**src/rtl/sbuf_pkg.sv**
```systemverilog
package sbuf_pkg;
  typedef enum logic [1:0] {
    SB_EMPTY = 2'd0,
    SB_HELD  = 2'd1,
    SB_DRAIN = 2'd2
  } sb_state_e;
endpackage

```
**src/rtl/sbuf_ctrl.sv**
```systemverilog
module sbuf_ctrl
  import sbuf_pkg::*;
(
  input  logic      clk_i,
  input  logic      rst_ni,
  input  logic      st_valid_i,
  input  logic      commit_i,
  input  logic      flush_i,
  input  logic      mem_ack_i,
  output logic      capture_o,
  output sb_state_e state_o
);
  sb_state_e state_q, state_d;

  assign capture_o = st_valid_i && (state_q == SB_EMPTY);

  always_comb begin
    state_d = state_q;
    unique case (state_q)
      SB_EMPTY: if (st_valid_i) state_d = SB_HELD;
      SB_HELD: begin
        // commit outranks flush: the store is older than the flushed work
        if (commit_i)     state_d = SB_DRAIN;
        else if (flush_i) state_d = SB_EMPTY;
      end
      SB_DRAIN: if (mem_ack_i) state_d = SB_EMPTY;
      default:  state_d = SB_EMPTY;
    endcase
  end

  always_ff @(posedge clk_i or negedge rst_ni) begin
    if (!rst_ni) state_q <= SB_EMPTY;
    else         state_q <= state_d;
  end

  assign state_o = state_q;

  AST_FLUSH_DROPS: assert property (@(posedge clk_i) disable iff (!rst_ni)
    (state_q == SB_HELD && flush_i && !commit_i) |=> state_q == SB_EMPTY);
  AST_DRAIN_SURVIVES_FLUSH: assert property (@(posedge clk_i) disable iff (!rst_ni)
    (state_q == SB_DRAIN && !mem_ack_i) |=> state_q == SB_DRAIN);
endmodule

```
**src/rtl/sbuf_entry.sv**
```systemverilog
module sbuf_entry #(
  parameter int AW = 16,
  parameter int DW = 32
) (
  input  logic          clk_i,
  input  logic          rst_ni,
  input  logic          cap_i,
  input  logic [AW-1:0] st_addr_i,
  input  logic [DW-1:0] st_data_i,
  input  logic          st_word_i,
  output logic [AW-1:0] addr_o,
  output logic [DW-1:0] data_o,
  output logic          word_o
);
  localparam int LB = $clog2(DW / 8);

  logic [AW-1:0] addr_q;
  logic [DW-1:0] data_q;
  logic          word_q;

  always_ff @(posedge clk_i or negedge rst_ni) begin
    if (!rst_ni) begin
      addr_q <= '0;
      data_q <= '0;
      word_q <= 1'b0;
    end else if (cap_i) begin
      addr_q <= st_word_i ? {st_addr_i[AW-1:LB], {LB{1'b0}}} : st_addr_i;
      data_q <= st_word_i ? st_data_i : {{(DW-8){1'b0}}, st_data_i[7:0]};
      word_q <= st_word_i;
    end
  end

  assign addr_o = addr_q;
  assign data_o = data_q;
  assign word_o = word_q;
endmodule

```
**src/rtl/sbuf_fwd.sv**
```systemverilog
module sbuf_fwd #(
  parameter int AW = 16,
  parameter int DW = 32
) (
  input  logic          e_valid_i,
  input  logic [AW-1:0] e_addr_i,
  input  logic [DW-1:0] e_data_i,
  input  logic          e_word_i,
  input  logic          ld_valid_i,
  input  logic [AW-1:0] ld_addr_i,
  input  logic          ld_word_i,
  output logic          hit_o,
  output logic          stall_o,
  output logic [DW-1:0] data_o
);
  localparam int LANES = DW / 8;
  localparam int LB    = $clog2(LANES);

  logic [7:0] lane [LANES];
  for (genvar g = 0; g < LANES; g++) begin : g_lane
    assign lane[g] = e_data_i[8*g +: 8];
  end

  logic same_word, same_byte;
  assign same_word = ld_addr_i[AW-1:LB] == e_addr_i[AW-1:LB];
  assign same_byte = ld_addr_i[LB-1:0] == e_addr_i[LB-1:0];

  always_comb begin
    hit_o   = 1'b0;
    stall_o = 1'b0;
    data_o  = '0;
    if (e_valid_i && ld_valid_i && same_word) begin
      if (e_word_i) begin
        hit_o  = 1'b1;
        data_o = ld_word_i ? e_data_i : {{(DW-8){1'b0}}, lane[ld_addr_i[LB-1:0]]};
      end else if (ld_word_i) begin
        stall_o = 1'b1;  // no partial merge
      end else if (same_byte) begin
        hit_o  = 1'b1;
        data_o = {{(DW-8){1'b0}}, e_data_i[7:0]};
      end
    end
  end
endmodule

```
**src/rtl/store_hold_buf.sv**
```systemverilog
module store_hold_buf
  import sbuf_pkg::*;
#(
  parameter int AW = 16,
  parameter int DW = 32
) (
  input  logic          clk_i,
  input  logic          rst_ni,
  input  logic          st_valid_i,
  output logic          st_ready_o,
  input  logic [AW-1:0] st_addr_i,
  input  logic [DW-1:0] st_data_i,
  input  logic          st_word_i,
  input  logic          commit_i,
  input  logic          flush_i,
  input  logic          ld_valid_i,
  input  logic [AW-1:0] ld_addr_i,
  input  logic          ld_word_i,
  output logic          ld_hit_o,
  output logic          ld_stall_o,
  output logic [DW-1:0] ld_data_o,
  output logic          mem_req_o,
  output logic [AW-1:0] mem_addr_o,
  output logic [DW-1:0] mem_data_o,
  output logic          mem_word_o,
  input  logic          mem_ack_i
);
  sb_state_e     state;
  logic          cap;
  logic [AW-1:0] e_addr;
  logic [DW-1:0] e_data;
  logic          e_word;

  sbuf_ctrl u_ctrl (
    .clk_i, .rst_ni, .st_valid_i, .commit_i, .flush_i, .mem_ack_i,
    .capture_o(cap), .state_o(state)
  );

  sbuf_entry #(.AW(AW), .DW(DW)) u_entry (
    .clk_i, .rst_ni, .cap_i(cap), .st_addr_i, .st_data_i, .st_word_i,
    .addr_o(e_addr), .data_o(e_data), .word_o(e_word)
  );

  sbuf_fwd #(.AW(AW), .DW(DW)) u_fwd (
    .e_valid_i(state != SB_EMPTY), .e_addr_i(e_addr), .e_data_i(e_data),
    .e_word_i(e_word), .ld_valid_i, .ld_addr_i, .ld_word_i,
    .hit_o(ld_hit_o), .stall_o(ld_stall_o), .data_o(ld_data_o)
  );

  assign st_ready_o = state == SB_EMPTY;
  assign mem_req_o  = state == SB_DRAIN;
  assign mem_addr_o = e_addr;
  assign mem_data_o = e_data;
  assign mem_word_o = e_word;

  AST_SINGLE_ENTRY: assert property (@(posedge clk_i) disable iff (!rst_ni)
    st_ready_o |-> !mem_req_o && !ld_hit_o && !ld_stall_o);
  AST_NO_SPEC_WRITE: assert property (@(posedge clk_i) disable iff (!rst_ni)
    $rose(mem_req_o) |-> $past(commit_i));
  AST_REQ_STABLE: assert property (@(posedge clk_i) disable iff (!rst_ni)
    (mem_req_o && !mem_ack_i) |=> mem_req_o && $stable(mem_addr_o)
      && $stable(mem_data_o) && $stable(mem_word_o));
  AST_FREE_AFTER_ACK: assert property (@(posedge clk_i) disable iff (!rst_ni)
    (mem_req_o && mem_ack_i) |=> st_ready_o);
  AST_HIT_XOR_STALL: assert property (@(posedge clk_i) disable iff (!rst_ni)
    !(ld_hit_o && ld_stall_o));
endmodule

```
**config.mk**
```make
export PLATFORM = sky130hd
export DESIGN_NAME = store_hold_buf
export DESIGN_NICKNAME = d
export VERILOG_FILES = /design/src/rtl/sbuf_pkg.sv /design/src/rtl/sbuf_ctrl.sv /design/src/rtl/sbuf_entry.sv /design/src/rtl/sbuf_fwd.sv /design/src/rtl/store_hold_buf.sv
export SDC_FILE = /design/constraint.sdc
export NUM_CORES = 1
export LEC_CHECK = 0
export ABC_AREA = 1
export BUFFER_PORTS_ARGS = -buffer_cell sky130_fd_sc_hd__buf_4
export CAP_MARGIN = 20
export CORE_MARGIN = 10
export CORE_UTILIZATION = 50
export CTS_CLUSTER_DIAMETER = 80
export CTS_CLUSTER_SIZE = 8
export DETAILED_ROUTE_END_ITERATION = 8
export GPL_TIMING_DRIVEN = 0
export PLACE_DENSITY = 0.87
export RECOVER_POWER = 50
export SLEW_MARGIN = 20
export SYNTH_ARGS = -nofsm -noshare
export SYNTH_HDL_FRONTEND = slang
export SYNTH_HIERARCHICAL = 1
export SYNTH_SLANG_ARGS = --single-unit
```
**constraint.sdc**
```tcl
create_clock -name clk_i -period 2.7 [get_ports clk_i]
set_input_delay 0.27 -clock clk_i [delete_from_list [all_inputs] [get_ports clk_i]]
set_output_delay 0.27 -clock clk_i [all_outputs]
set_load 0.005 [all_outputs]
```
==> results.cfg <==
[power_and_ir_drop]
p_per_area_mw_per_mm2 = 724
pwr-share-clk_pct = 13.6
seqPwrFrac_pct = 42.2
p_int_w = 0.00189
p_sw_share_pct = 41.6
switchingPower_w = 0.00135
p_leak_nw = 2.57
irDropWorstVdd_mv = 0.408
pwr-share-comb_pct = 44.2

[floorplanning]
die_w_um = 99.6
die_area_mm2 = 0.00992
io_pins = 158
start_util_pct = 52.6
rows = 28
dieHeight_um = 99.6
core_mm2 = 0.00603

[worst_setup_path]
worst_ep_arrival_time_ns = 2.12
cp_cell_sequence = inv_1, nand2_1, nand2_1, inv_1, nand2_1, nor2_1, nand2_1, nor2_4, nand2_4, buf_6, nor2_2, buf_4
cp_common_cell = nand2_1
start_kind = flip-flop
cp_slowest_cell = dfrtp_1
crit_required_ns = 2.43
path_max_fanout = 10
end_kind = output port
critical_path_class = reg -> out
critPathMaxStageDelay_ns = 0.44

[run_status]
status = completed

[yosys]
synth_fp_nets = 558
synthArstFlopShare_pct = 100
yosys.area.top_type = dfrtp_1
synth-main-ff-cell = dfrtp_1
synth.most_common_cell = nand2_1
synthCells = 485
yosysUniqueCellTypes = 25
yosys_warnings = 6
ys_ff_latch = 51
ys_seq_area_share_pct = 40.3
synth_edf_count = 0
synth_area_leaders = dfrtp_1, nand2_1, nand3_1
synthesis.area_mm2 = 0.00317
syn_area_per_cell_um2 = 6.53
netlist.area_leader.share_pct = 40.3
synth_commonest_cells = nand2_1, nor2_1, dfrtp_1

[clock_tree]
clk_latency_ns = 0.29
ctsHoldBuffers = 0
cts_made_buffers = 5
path_clk_slew_ns = 0.09
cts_resized = 0
root_buffer = clkbuf_8
cts_tree = yes
cts.sinks = 51
htree_levels = 2
cts.path.max_buffers = 2
postCtsSetupBuffers = 0

[finish]
antenna_cells = 0
final_cells = 722
final_util_pct = 74.0
nets = 720
syn_to_final_growth_pct = 40.8
drive_gt1_share_pct = 31.2
fillers = 501

[sta]
tightestPinTransition_ns = 1.26
max_freq_mhz = 418
timing.slew.headroom_pct = 16.1
holdWs_ns = 0.170
finalSetupTns_ns = 0
finClkSkew_ns = 0.00703
setup_violations = 0
fin_crit_ns = 2.39
rsz0062_at_grt = no
final_max_slew_viol_count = 0
finalCritPeriodShare_pct = 88.7
hold_viol_final = 0

[place]
routabilityCongestion = 0.874
dp.cells = 715
dp_hpwl_um = 9010
io_buffers = 155

[global_routing]
grt_pass1_wl_um = 17100
grt_antenna_before_repair = 0
grt_usage_pct = 20.9
grt_max_degree = 52
overflow = 0
grt_pass1_vias = 3480

[run]
maxCapViolations = 0

[routing]
drc_errors = 0
ant_nets = 0
wire_per_inst_um = 15.3
vias_per_cell = 5.01
dr.pass1.iters = 5
drtIter0Drc = 287
routed_wl_um = 11100
vias = 3618

[min_path]
hold_class = in -> reg
==> cell usage in the layout, fill, tap and decap left out, drive strengths merged <==
| cell | n |
|---|---|
| dfrtp | 51 |
| o21ai | 1 |
| o22ai | 1 |
| o211ai | 1 |
| inv | 46 |
| or2 | 2 |
| xnor2 | 2 |
| clkbuf | 47 |
| nand3 | 51 |
| a21oi | 2 |
| buf | 135 |
| clkinv | 2 |
| nor2 | 78 |
| nand3b | 1 |
| nand2 | 227 |
==> power by group through the flow <==
stage	registers, W	logic (W)	clock network (W)
after floorplan	0.00133	0.000739	0
after global placement	0.00138	0.00144	0
after detailed placement	0.00138	0.00150	0
after CTS	0.00137	0.00150	0.000447
after global routing	0.00141	0.00161	0.000482
final	0.00136	0.00143	0.000439
==> routing by layer <==
layer | part of all wire, % | up-vias | wire, um | track usage (%)
met2 | 51 | 182 | 5610 | 36.6
met5 | 0 | - | 0 | 0
li1 | - | 1774 | - | -
met1 | 38 | 1646 | 4150 | 23.8
met3 | 9.5 | 16 | 1050 | 5.81
met4 | 2.2 | 0 | 239 | 7.50
==> through the flow <==
stage                     worst slack (ns)  cell area (um2)  power [W]
after global placement               0.787             4430    0.00282
after detailed placement             0.641             4430    0.00288
final                                0.305             4460    0.00323
after global routing                 0.114             4460    0.00350
after floorplan                       1.11             3170    0.00206
after CTS                            0.310             4510    0.00332
==> sequential cells by signal, indices dropped and copies added, names as in the netlist <==
signal and cells:
u_ctrl/state_o 2, u_entry/addr_o 16, u_entry/data_o 32, u_entry/word_o 1
==> path summary, 6_finish.rpt <==
path | startpoint | to | slack [ns] | depth (start not counted)
hold reg to reg | u_entry/addr_o[0] | u_entry/addr_o[0] | 0.53 | 2
min in group asynchronous | rst_ni | u_entry/addr_o[5] | 0.24 | 1
setup reg to reg | u_ctrl/state_o[0] | u_entry/addr_o[8] | 1.23 | 9
setup / recovery | u_ctrl/state_o[1] | ld_data_o[20] | 0.31 | 12
max in group asynchronous | rst_ni | u_entry/data_o[14] | 1.70 | 1
hold / removal | st_addr_i[12] | u_entry/addr_o[12] | 0.17 | 3
==> worst max-delay path, delay by kind of cell, from the launching register on <==
kind	cells	cell delay (ns)
flops	1	0.44
simple gates	8	0.94
buf+inv	4	0.45
==> logic make-up (layout without fill, tap and decap cells) <==
family / Yosys count / in the layout / synth area share [%]
AO/OA/AOI/OAI: 5 / 5 / 1.26
XOR/XNOR: 2 / 2 / 0.790
buffers and inverters: 68 / 230 / 9.91
AND/OR/NAND/NOR: 359 / 359 / 47.7
flip-flops: 51 / 51 / 40.3
==> area by class of cell <==
class	instances	area (um2)	area share, %
buffer	21	138	3.08
multi-input combinational	366	1580	35.4
clock buffer	6	82.6	1.85
timing repair buffer	155	1110	24.9
clock inverter	1	5.00	0.112
tap	75	93.8	2.10
inverter	47	176	3.95
sequential	51	1280	28.6
Power figures use the tool's default switching activity.
